## src/rtl/arb_pkg.sv

```systemverilog
package arb_pkg;

   typedef enum logic [1:0] {
      ARB_IDLE  = 2'd0,
      ARB_OFFER = 2'd1,
      ARB_OWNED = 2'd2
   } arb_state_e;

   function automatic int idx_width(input int n);
      return (n > 1) ? $clog2(n) : 1;
   endfunction

endpackage

```

## src/rtl/arb_daisy_chain.sv

```systemverilog
module arb_daisy_chain #(
   parameter int LEN       = 4,
   parameter bit LOOKAHEAD = 1'b0
) (
   input  logic [LEN-1:0] req_i,
   input  logic           gin_i,
   output logic [LEN-1:0] gnt_o,
   output logic           greq_o
);

   assign greq_o = |req_i;

   generate
      if (LEN < 1) begin : g_bad_len
         $error("arb_daisy_chain: LEN must be at least 1");
      end

      if (LOOKAHEAD) begin : g_lookahead
         logic [LEN-1:0] first_req;
         assign first_req = req_i & (~req_i + LEN'(1));
         assign gnt_o     = gin_i ? first_req : '0;
      end else begin : g_ripple
         logic [LEN:0] pass;
         assign pass[0] = gin_i;
         for (genvar i = 0; i < LEN; i++) begin : g_stage
            assign gnt_o[i]  = pass[i] & req_i[i];
            assign pass[i+1] = pass[i] & ~req_i[i];
         end
      end
   endgenerate

endmodule

```

## src/rtl/arb_group_pick.sv

```systemverilog
module arb_group_pick #(
   parameter int NG    = 5,
   parameter int LVL_W = 3
) (
   input  logic [NG-1:0]    greq_i,
   input  logic [LVL_W-1:0] level_i,
   output logic [NG-1:0]    ggnt_o,
   output logic             any_o
);

   logic [NG-1:0] elig;

   always_comb begin
      for (int g = 0; g < NG; g++) begin
         elig[g] = greq_i[g] && (g > int'(level_i));
      end
   end

   always_comb begin
      for (int g = 0; g < NG; g++) begin
         ggnt_o[g] = elig[g] && ((elig >> (g + 1)) == '0);
      end
   end

   assign any_o = |elig;

endmodule

```

## src/rtl/arb_onehot_enc.sv

```systemverilog
module arb_onehot_enc #(
   parameter int N = 4,
   parameter int W = 2
) (
   input  logic [N-1:0] oh_i,
   output logic [W-1:0] idx_o
);

   always_comb begin
      idx_o = '0;
      for (int i = 0; i < N; i++) begin
         if (oh_i[i]) idx_o = idx_o | W'(i);
      end
   end

endmodule

```

## src/rtl/grp_chain_arbiter.sv

```systemverilog
module grp_chain_arbiter
   import arb_pkg::*;
#(
   parameter int NUM_GROUPS      = 5,
   parameter int CHAIN_LEN       = 4,
   parameter int LVL_W           = 3,
   parameter bit CHAIN_LOOKAHEAD = 1'b0,
   localparam int NUM_MASTERS    = NUM_GROUPS * CHAIN_LEN,
   localparam int GRP_W          = (NUM_GROUPS > 1) ? $clog2(NUM_GROUPS) : 1,
   localparam int POS_W          = (CHAIN_LEN > 1) ? $clog2(CHAIN_LEN) : 1
) (
   input  logic                   clk,
   input  logic                   rst_n,
   input  logic [NUM_MASTERS-1:0] req_i,
   input  logic                   bus_busy_i,
   input  logic [LVL_W-1:0]       cpu_level_i,
   output logic [NUM_MASTERS-1:0] grant_o,
   output logic                   grant_valid_o,
   output logic [GRP_W-1:0]       win_group_o,
   output logic [POS_W-1:0]       win_pos_o
);

   generate
      if (NUM_GROUPS < 2) begin : g_bad_groups
         $error("grp_chain_arbiter: NUM_GROUPS must be at least 2");
      end
      if (CHAIN_LEN < 1) begin : g_bad_chain
         $error("grp_chain_arbiter: CHAIN_LEN must be at least 1");
      end
      if (LVL_W < 1 || LVL_W > 8) begin : g_bad_level
         $error("grp_chain_arbiter: LVL_W must lie in 1..8");
      end
      if (GRP_W != idx_width(NUM_GROUPS)) begin : g_bad_grp_w
         $error("grp_chain_arbiter: group index width mismatch");
      end
   endgenerate

   // central parallel stage
   logic [NUM_GROUPS-1:0] grp_req;
   logic [NUM_GROUPS-1:0] grp_gnt;
   logic                  any_elig;

   arb_group_pick #(
      .NG    (NUM_GROUPS),
      .LVL_W (LVL_W)
   ) u_pick (
      .greq_i  (grp_req),
      .level_i (cpu_level_i),
      .ggnt_o  (grp_gnt),
      .any_o   (any_elig)
   );

   // one daisy chain per group
   logic [NUM_MASTERS-1:0] cand;

   generate
      for (genvar g = 0; g < NUM_GROUPS; g++) begin : g_chain
         arb_daisy_chain #(
            .LEN       (CHAIN_LEN),
            .LOOKAHEAD (CHAIN_LOOKAHEAD)
         ) u_chain (
            .req_i  (req_i[g*CHAIN_LEN +: CHAIN_LEN]),
            .gin_i  (grp_gnt[g]),
            .gnt_o  (cand[g*CHAIN_LEN +: CHAIN_LEN]),
            .greq_o (grp_req[g])
         );
      end
   endgenerate

   // winner indices
   logic [CHAIN_LEN-1:0] pos_oh;
   logic [GRP_W-1:0]     cand_group;
   logic [POS_W-1:0]     cand_pos;

   always_comb begin
      pos_oh = '0;
      for (int g = 0; g < NUM_GROUPS; g++) begin
         pos_oh = pos_oh | cand[g*CHAIN_LEN +: CHAIN_LEN];
      end
   end

   arb_onehot_enc #(.N(NUM_GROUPS), .W(GRP_W)) u_enc_grp (
      .oh_i  (grp_gnt),
      .idx_o (cand_group)
   );

   arb_onehot_enc #(.N(CHAIN_LEN), .W(POS_W)) u_enc_pos (
      .oh_i  (pos_oh),
      .idx_o (cand_pos)
   );

   // offer / ownership sequencing
   arb_state_e             state_q;
   logic [NUM_MASTERS-1:0] grant_q;
   logic [GRP_W-1:0]       group_q;
   logic [POS_W-1:0]       pos_q;
   logic                   granted_req;

   assign granted_req = |(grant_q & req_i);

   always_ff @(posedge clk or negedge rst_n) begin
      if (!rst_n) begin
         state_q <= ARB_IDLE;
         grant_q <= '0;
         group_q <= '0;
         pos_q   <= '0;
      end else begin
         unique case (state_q)
            ARB_IDLE: begin
               if (!bus_busy_i && any_elig) begin
                  state_q <= ARB_OFFER;
                  grant_q <= cand;
                  group_q <= cand_group;
                  pos_q   <= cand_pos;
               end
            end
            ARB_OFFER: begin
               if (bus_busy_i) begin
                  state_q <= ARB_OWNED;
                  grant_q <= '0;
                  group_q <= '0;
                  pos_q   <= '0;
               end else if (!granted_req) begin
                  state_q <= ARB_IDLE;
                  grant_q <= '0;
                  group_q <= '0;
                  pos_q   <= '0;
               end
            end
            ARB_OWNED: begin
               if (!bus_busy_i) state_q <= ARB_IDLE;
            end
            default: state_q <= ARB_IDLE;
         endcase
      end
   end

   assign grant_o       = grant_q;
   assign grant_valid_o = (state_q == ARB_OFFER);
   assign win_group_o   = group_q;
   assign win_pos_o     = pos_q;

   // assertions
   p_onehot_grant_r8: assert property (@(posedge clk) disable iff (!rst_n)
      $onehot0(grant_o) && (grant_valid_o == (grant_o != '0)));

   p_issue_when_idle_r5: assert property (@(posedge clk) disable iff (!rst_n)
      $rose(grant_valid_o) |-> $past(!bus_busy_i));

   p_level_mask_r4: assert property (@(posedge clk) disable iff (!rst_n)
      $rose(grant_valid_o) |-> (int'(win_group_o) > int'($past(cpu_level_i))));

   p_hold_offer_r6: assert property (@(posedge clk) disable iff (!rst_n)
      (grant_valid_o && !bus_busy_i && granted_req) |=> (grant_valid_o && $stable(grant_o)));

   p_drop_on_busy_r6: assert property (@(posedge clk) disable iff (!rst_n)
      (grant_valid_o && bus_busy_i) |=> !grant_valid_o);

   p_no_grant_while_owned_r6: assert property (@(posedge clk) disable iff (!rst_n)
      (state_q == ARB_OWNED) |=> !grant_valid_o);

   p_withdraw_r7: assert property (@(posedge clk) disable iff (!rst_n)
      (grant_valid_o && !bus_busy_i && !granted_req) |=> !grant_valid_o);

   p_idx_zero_r8: assert property (@(posedge clk) disable iff (!rst_n)
      !grant_valid_o |-> (win_group_o == '0 && win_pos_o == '0));

endmodule

```

## config.mk

```make
export PLATFORM = sky130hd
export DESIGN_NAME = grp_chain_arbiter
export DESIGN_NICKNAME = d
export VERILOG_FILES = /design/src/rtl/arb_pkg.sv /design/src/rtl/arb_daisy_chain.sv /design/src/rtl/arb_group_pick.sv /design/src/rtl/arb_onehot_enc.sv /design/src/rtl/grp_chain_arbiter.sv
export SDC_FILE = /design/constraint.sdc
export NUM_CORES = 1
export LEC_CHECK = 0
export CAP_MARGIN = 0
export CORE_AREA = 2 2 57 59
export DETAILED_ROUTE_END_ITERATION = 8
export DIE_AREA = 0 0 59 61
export GPL_TIMING_DRIVEN = 0
export PLACE_DENSITY = 0.8
export SYNTH_ARGS = -nofsm -noshare
export SYNTH_HDL_FRONTEND = slang
export SYNTH_SLANG_ARGS = --single-unit
```

## constraint.sdc

```tcl
create_clock -name clk -period 5.1 [get_ports clk]
set_clock_uncertainty 0.15 [all_clocks]
set_input_delay 0.765 -clock clk [delete_from_list [all_inputs] [get_ports clk]]
set_output_delay 0.765 -clock clk [all_outputs]
set_load 0.02 [all_outputs]
```

==> impl_metrics.env, run 1 <==
export IMPL_synthCells=117
export IMPL_port_buffers=43
export IMPL_area_growth_synth_to_final_pct=39.2
export IMPL_cts_hold_buf=0
export IMPL_drcViolationCount=0
export IMPL_grt_pass1_wl_um=5660
export IMPL_cpMaxStageDelayCell="or4_1"
export IMPL_syn_area_mm2=0.00130
export IMPL_cts_setup_buffers=0
export IMPL_synth_edf_count=0
export IMPL_cp_end_kind="register"
export IMPL_row_count=20
export IMPL_cp_top_family="compound AO/OA/AOI/OAI gates"
export IMPL_dpl_worst_slack_ns=1.62
export IMPL_ys_warn_count=0
export IMPL_synthTopCellsByArea="dfrtp_1 (44%), o2bb2ai_2 (6.9%), a22o_1 (4.7%)"
export IMPL_hp_class="register to register"
export IMPL_crit_arrival_ns=3.30
export IMPL_rsz0062_at_grt="no"
export IMPL_grt_max_degree=24
export IMPL_initial_core_util_pct=43.9
export IMPL_insertion_delay_ns=0.30
export IMPL_synthSimpleGateAreaFrac_pct=19.4
export IMPL_die_area_mm2=0.00360
export IMPL_numCtsBuffers=3
export IMPL_dp_hpwl_um=2810
export IMPL_synth_top_area_share_pct=44.4
export IMPL_die_height_um=61
export IMPL_drv_cap=0
export IMPL_required_ns=5.18
export IMPL_path_clk_slew_ns=0.12
export IMPL_drive_gt1_share_pct=12.0
export IMPL_grt_usage_pct=21.2
export IMPL_status="completed"
export IMPL_ant_nets=0
export IMPL_ys_ff_latch=23
export IMPL_drt_total_wl_um=3560
export IMPL_final_hold_viol_count=0
export IMPL_antenna_found_initial=0
export IMPL_vias_per_cell=6.24
export IMPL_cp_max_fo=10
export IMPL_synthAdderAreaFrac_pct=0
export IMPL_start_kind="input port"
export IMPL_core_mm2=0.00295
export IMPL_p_leak_uw=0.000748
export IMPL_max_freq_ghz=0.311
export IMPL_synth_cell_types=40
export IMPL_synth_flop_cell="dfrtp_1"
export IMPL_muxShareOfSynthArea_pct=0
export IMPL_clock_path_buffers=2
export IMPL_fin_ws_ns=1.88
export IMPL_synth_top_family_by_area="compound AO/OA/AOI/OAI gates"
export IMPL_n_antenna_cell=0
export IMPL_async_reset_ff_share_pct=100
export IMPL_drt_initial_drc_count=87
export IMPL_avgRoutedWirePerCell_um=17.8
export IMPL_synth_compound_area_share_pct=30.4
export IMPL_die_w_um=59
export IMPL_relSlewSlack_pct=30.9
export IMPL_path_class="input port to register"
export IMPL_gp_congestion=0.915
export IMPL_timing_final_crit_share_pct=63.1
export IMPL_tightest_slew_ns=1.03
export IMPL_cts_tree="yes"
export IMPL_synth_seq_area_share_pct=44.4
export IMPL_synth_top_area_cell="dfrtp_1"
export IMPL_slowest_delay_ns=0.67
export IMPL_crit_chain="clkdlybuf4s50_1 > or4_1 > a222oi_1 > a2111oi_2 > a21oi_4 > buf_6 > o2bb2ai_1"
export IMPL_ctsRootBufferMaster="clkbuf_4"
export IMPL_synthXorXnorAreaFrac_pct=0
export IMPL_ir_worst_vdd_v=0.000133
export IMPL_via_count=1248
export IMPL_setup_viol=0
export IMPL_clock_sinks=23
export IMPL_cts_htree_levels=1
export IMPL_crit_buf_inv=2
export IMPL_num_nets_final=194
export IMPL_powerDensity_mw_per_mm2=249
export IMPL_grt_overflow_total=0
export IMPL_reg2reg_slack_ns=2.99
export IMPL_firstDrtPassIters=4
export IMPL_slew_violations=0
export IMPL_post_route_min_period_ns=3.22
export IMPL_avgSynthCellArea_um2=11.1
export IMPL_fillers=259
export IMPL_fin_tns_setup_ns=0
export IMPL_grt_pass1_vias=1208
export IMPL_io_pins=52
export IMPL_cts_resized=0
routing by layer:
metal	routed length [µm]	track usage (%)
met1	1450	28.3
met2	1720	34.4
met3	286	3.20
met4	93	9.09
met5	0	0
area by class of cell:
type	count	area [µm²]	share of cell area (%)
multi-input cells	86	661	36.6
flip-flops and latches	23	576	31.9
repair buffers	43	430	23.8
plain buffers	8	61.3	3.39
well taps	33	41.3	2.29
clock buffers	4	26.3	1.45
inverters	3	11.3	0.623
registers in the layout, summed over array words and instances, names as in the netlist:
register     cells
state_q          2
grant_o         16
win_group_o      3
win_pos_o        2
cell usage in the layout, fill, tap and decap left out, types with 2 or more instances in the layout:
cell	synthesis	final
buf_4	4	4
nand2b_1	2	2
conb_1	1	4
nand2_1	4	4
clkbuf_1	1	2
a221oi_1	2	2
o2bb2ai_2	6	6
nand3b_1	2	2
and4_1	2	2
clkdlybuf4s50_1	0	43
nand4_1	3	3
and3_1	2	2
inv_1	3	3
o2bb2ai_1	6	6
nor3_1	2	2
nor4_1	3	3
dfrtp_1	23	23
a21oi_1	3	3
buf_6	2	2
nor2_1	6	6
nand3_1	5	5
a22o_1	7	7
nand4b_1	3	3
or4_1	2	2
a22oi_1	4	4
clkbuf_4	0	3
a21o_1	4	4
metrics by stage:
stage          power, µW  cell area, µm²  instances  hold slack, ns  utilization (%)
5_1_grt              474            1810        200           0.392             61.2
3_5_place_dp         371            1780        196           0.321             60.3
6_report             451            1810        200           0.351             61.2
2_1_floorplan        299            1310        120           0.319                -
3_3_place_gp         368            1780        196           0.323             60.3
4_1_cts              454            1810        200           0.358             61.2
Yosys cell counts (all sizes together) (2+ instances only):
master and n:
dfrtp 23, o2bb2ai 12, a22o 7, buf 7, nor2 6, nand3 5, a21o 4, a21oi 4
a22oi 4, nand2 4, inv 3, nand4 3, nand4b 3, nor4 3, or4 3, a221oi 2
and3 2, and4 2, nand2b 2, nand3b 2, nor3 2
worst reg2reg max path, cell delays in order (launching register included):
cell and delay [ns]:
dfrtp_1 0.43, a22o_1 0.25, a221oi_1 0.23, and3_1 0.21, a41o_1 0.23, a21oi_4 0.09, buf_6 0.19, a22o_1 0.23
power by group:
part / leakage (µW) / total [µW] / switching (µW) / internal, µW
registers: 0.000315 / 210 / 13.0 / 197
logic: 0.000418 / 158 / 85.5 / 72.6
clock network: 0.0000150 / 82.7 / 52.3 / 30.5
final timing paths:
check / cells after the start / endpoint / start
max: 7 / grant_o[10] / req_i[16]
max reg2reg: 7 / win_pos_o[1] / grant_o[14]
min: 1 / win_group_o[1] / win_group_o[1]
min in group asynchronous: 1 / grant_o[11] / rst_n
max in group asynchronous: 1 / state_q[0] / rst_n
min reg2reg: 1 / win_group_o[1] / win_group_o[1]
cell families (layout without fill, tap and decap cells):
family,count (synthesis),in the layout
buffers and inverters,11,58
AOI/OAI and AO/OA,41,41
and+or+nand+nor,41,41
other,1,4
DFF,23,23
Power figures use the tool's default switching activity.
==> run 2: changes to the inputs <==
--- a/config.mk
+++ b/config.mk
@@ -6,11 +6,11 @@
 export NUM_CORES = 1
 export LEC_CHECK = 0
 export CAP_MARGIN = 0
-export CORE_AREA = 2 2 57 59
+export CORE_AREA = 2 2 61 63
 export DETAILED_ROUTE_END_ITERATION = 8
-export DIE_AREA = 0 0 59 61
+export DIE_AREA = 0 0 63 65
 export GPL_TIMING_DRIVEN = 0
-export PLACE_DENSITY = 0.8
+export PLACE_DENSITY = 0.73
 export SYNTH_ARGS = -nofsm -noshare
 export SYNTH_HDL_FRONTEND = slang
 export SYNTH_SLANG_ARGS = --single-unit
==> constraint.sdc (replaced) <==
create_clock -name clk -period 2.7 [get_ports clk]
set_clock_uncertainty 0.15 [all_clocks]
set_input_delay 0.405 -clock clk [delete_from_list [all_inputs] [get_ports clk]]
set_output_delay 0.405 -clock clk [all_outputs]
set_load 0.02 [all_outputs]
==> run 2 against run 1 <==
Effect of this change: critical path depth increased by 1; clock-buffer cell count is the same; hold slack improved by 0.0076 ns; non-clock buffer count grew 1; highest routed layer unchanged.
==> impl_metrics.env, run 2 (synthesis results as in run 1) <==
export IMPL_status="completed"
export IMPL_grt_max_degree=24
export IMPL_firstDrtPassIters=6
export IMPL_largest_reg_flops=16
export IMPL_start_kind="input port"
export IMPL_seq_area_um2=576
export IMPL_avgRoutedWirePerCell_um=17.7
export IMPL_grt_overflow_total=0
export IMPL_max_freq_ghz=0.386
export IMPL_gp_congestion=0.849
export IMPL_fillers=338
export IMPL_post_route_min_period_ns=2.59
export IMPL_slew_violations=0
export IMPL_crit_arrival_ns=2.66
export IMPL_layout_common_cells="clkdlybuf4s50_1 (43), dfrtp_1 (23), a22o_1 (7)"
export IMPL_drive_gt1_share_pct=13.7
export IMPL_p_leak_uw=0.000758
export IMPL_core_mm2=0.00350
export IMPL_area_growth_synth_to_final_pct=42.9
export IMPL_n_antenna_cell=0
export IMPL_initial_core_util_pct=37.1
export IMPL_cp_max_fo=10
export IMPL_drv_cap=0
export IMPL_relSlewSlack_pct=26.8
export IMPL_grt_usage_pct=20.0
export IMPL_numCtsBuffers=3
export IMPL_power_uw=876
export IMPL_path_class="input port to register"
export IMPL_post_route_util_pct=53.0
export IMPL_final_area_mm2=0.00185
export IMPL_io_pins=52
export IMPL_tightest_slew_ns=1.09
export IMPL_grt_pass1_vias=1268
export IMPL_rsz0062_at_grt="no"
export IMPL_cts_hold_buf=0
export IMPL_path_clk_slew_ns=0.13
export IMPL_r2r_cells=7
export IMPL_hold_path_end="win_group_o[1]"
export IMPL_port_buffers=43
export IMPL_drt_total_wl_um=3820
export IMPL_num_nets_final=195
export IMPL_vias_per_cell=5.80
export IMPL_final_common_cell="clkdlybuf4s50_1"
export IMPL_setup_viol=0
export IMPL_r2r_start="grant_o[14]"
export IMPL_antenna_found_initial=0
export IMPL_multi_input_area_um2=679
export IMPL_clock_path_buffers=2
export IMPL_worstReg2RegEnd="grant_o[18]"
export IMPL_cts_htree_levels=1
export IMPL_powerDensity_mw_per_mm2=472
export IMPL_required_ns=2.77
export IMPL_dpl_cell_area_mm2=0.00180
export IMPL_reg2reg_slack_ns=0.66
export IMPL_via_count=1253
export IMPL_hp_class="register to register"
export IMPL_timing_final_crit_share_pct=95.9
export IMPL_drt_initial_drc_count=52
export IMPL_dp_hpwl_um=2890
export IMPL_hold_depth=1
export IMPL_grt_pass1_wl_um=6310
export IMPL_die_w_um=63
export IMPL_drcViolationCount=0
export IMPL_ir_worst_vdd_v=0.000248
export IMPL_final_hold_viol_count=0
export IMPL_clock_sinks=23
export IMPL_die_area_mm2=0.00410
export IMPL_ant_nets=0
export IMPL_die_height_um=65
export IMPL_cts_tree="yes"
export IMPL_row_count=22
export IMPL_insertion_delay_ns=0.32
export IMPL_cp_end_kind="register"
export IMPL_min_from="win_group_o[1]"
export IMPL_ctsRootBufferMaster="clkbuf_4"
## run 2: timing repair
item | in CTS | in global routing
endpoints found under the hold margin | 0 | 0
pin swaps | 1 | 1
resized for setup | 1 | 4
setup buffers | 1 | 0
endpoints found under the setup margin | 22 | 15
## run 2: per-stage QoR
step	cells	setup TNS [ns]	hold WS (ns)	setup slack (ns)
CTS	216	0	0.357	0.0634
finish	216	0	0.359	0.110
global route	216	0	0.384	0.0112
detailed placement	211	-9.54	0.328	-0.470
global placement	211	-9.30	0.318	-0.455
floorplan	120	0	-0.0406	0.340
## run 2: worst max-delay path by stage
stage                   start     endpoint  cells past startpoint
2_1_floorplan        req_i[9]   grant_o[6]                      6
3_3_place_gp        req_i[16]   grant_o[6]                      7
3_5_place_dp        req_i[16]   grant_o[6]                      7
4_1_cts             req_i[16]   state_q[0]                      7
5_1_grt              req_i[9]   grant_o[7]                      8
6_report       cpu_level_i[2]  grant_o[18]                      8
## run 2: per-layer routing
| layer | global-route usage (%) | wire length [µm] |
|---|---|---|
| met5 | 0 | 0 |
| met4 | 7.22 | 57 |
| met3 | 3.65 | 273 |
| met2 | 32.3 | 1800 |
| met1 | 26.7 | 1690 |
## run 2: power by group
| group | internal (µW) | switching (µW) | leakage (µW) |
|---|---|---|---|
| clock | 57.7 | 107 | 0.0000150 |
| sequential | 372 | 27.7 | 0.000315 |
| combinational | 143 | 169 | 0.000428 |
## run 2: layout make-up
type / count / share of cell area [%]
sequential: 23 / 31.0
inverter: 3 / 0.607
clock buffer: 4 / 1.42
tap: 48 / 3.24
timing repair buffer: 44 / 23.6
buffer: 8 / 3.44
multi-input combinational: 86 / 36.6
## run 2: worst max-delay path: stages
cell and delay, ns:
clkdlybuf4s50_1 0.55, a21oi_1 0.27, a222oi_1 0.13, buf_4 0.17, a2111oi_4 0.65, a21oi_4 0.07
buf_6 0.18, a22o_1 0.23
==> run 3: changes to the inputs <==
--- a/config.mk
+++ b/config.mk
@@ -6,11 +6,11 @@
 export NUM_CORES = 1
 export LEC_CHECK = 0
 export CAP_MARGIN = 0
-export CORE_AREA = 2 2 61 63
+export CORE_AREA = 2 2 57 59
 export DETAILED_ROUTE_END_ITERATION = 8
-export DIE_AREA = 0 0 63 65
+export DIE_AREA = 0 0 59 61
 export GPL_TIMING_DRIVEN = 0
-export PLACE_DENSITY = 0.73
+export PLACE_DENSITY = 0.8
 export SYNTH_ARGS = -nofsm -noshare
 export SYNTH_HDL_FRONTEND = slang
 export SYNTH_SLANG_ARGS = --single-unit
==> constraint.sdc (replaced) <==
create_clock -name clk -period 3 [get_ports clk]
set_clock_uncertainty 0.15 [all_clocks]
set_input_delay 0.45 -clock clk [delete_from_list [all_inputs] [get_ports clk]]
set_output_delay 0.45 -clock clk [all_outputs]
set_load 0.02 [all_outputs]
==> results of run 3 <==
The final DEF is identical to that of run 1. Status: completed.
Among the figures that moved: setup slack after placement 1.62 ns -> -0.167 ns; setup slack after layout 1.88 ns -> 0.0968 ns; register-to-register setup slack 2.99 ns -> 0.89 ns; total power 451 µW -> 766 µW; worst IR drop on VDD 0.000133 V -> 0.000226 V
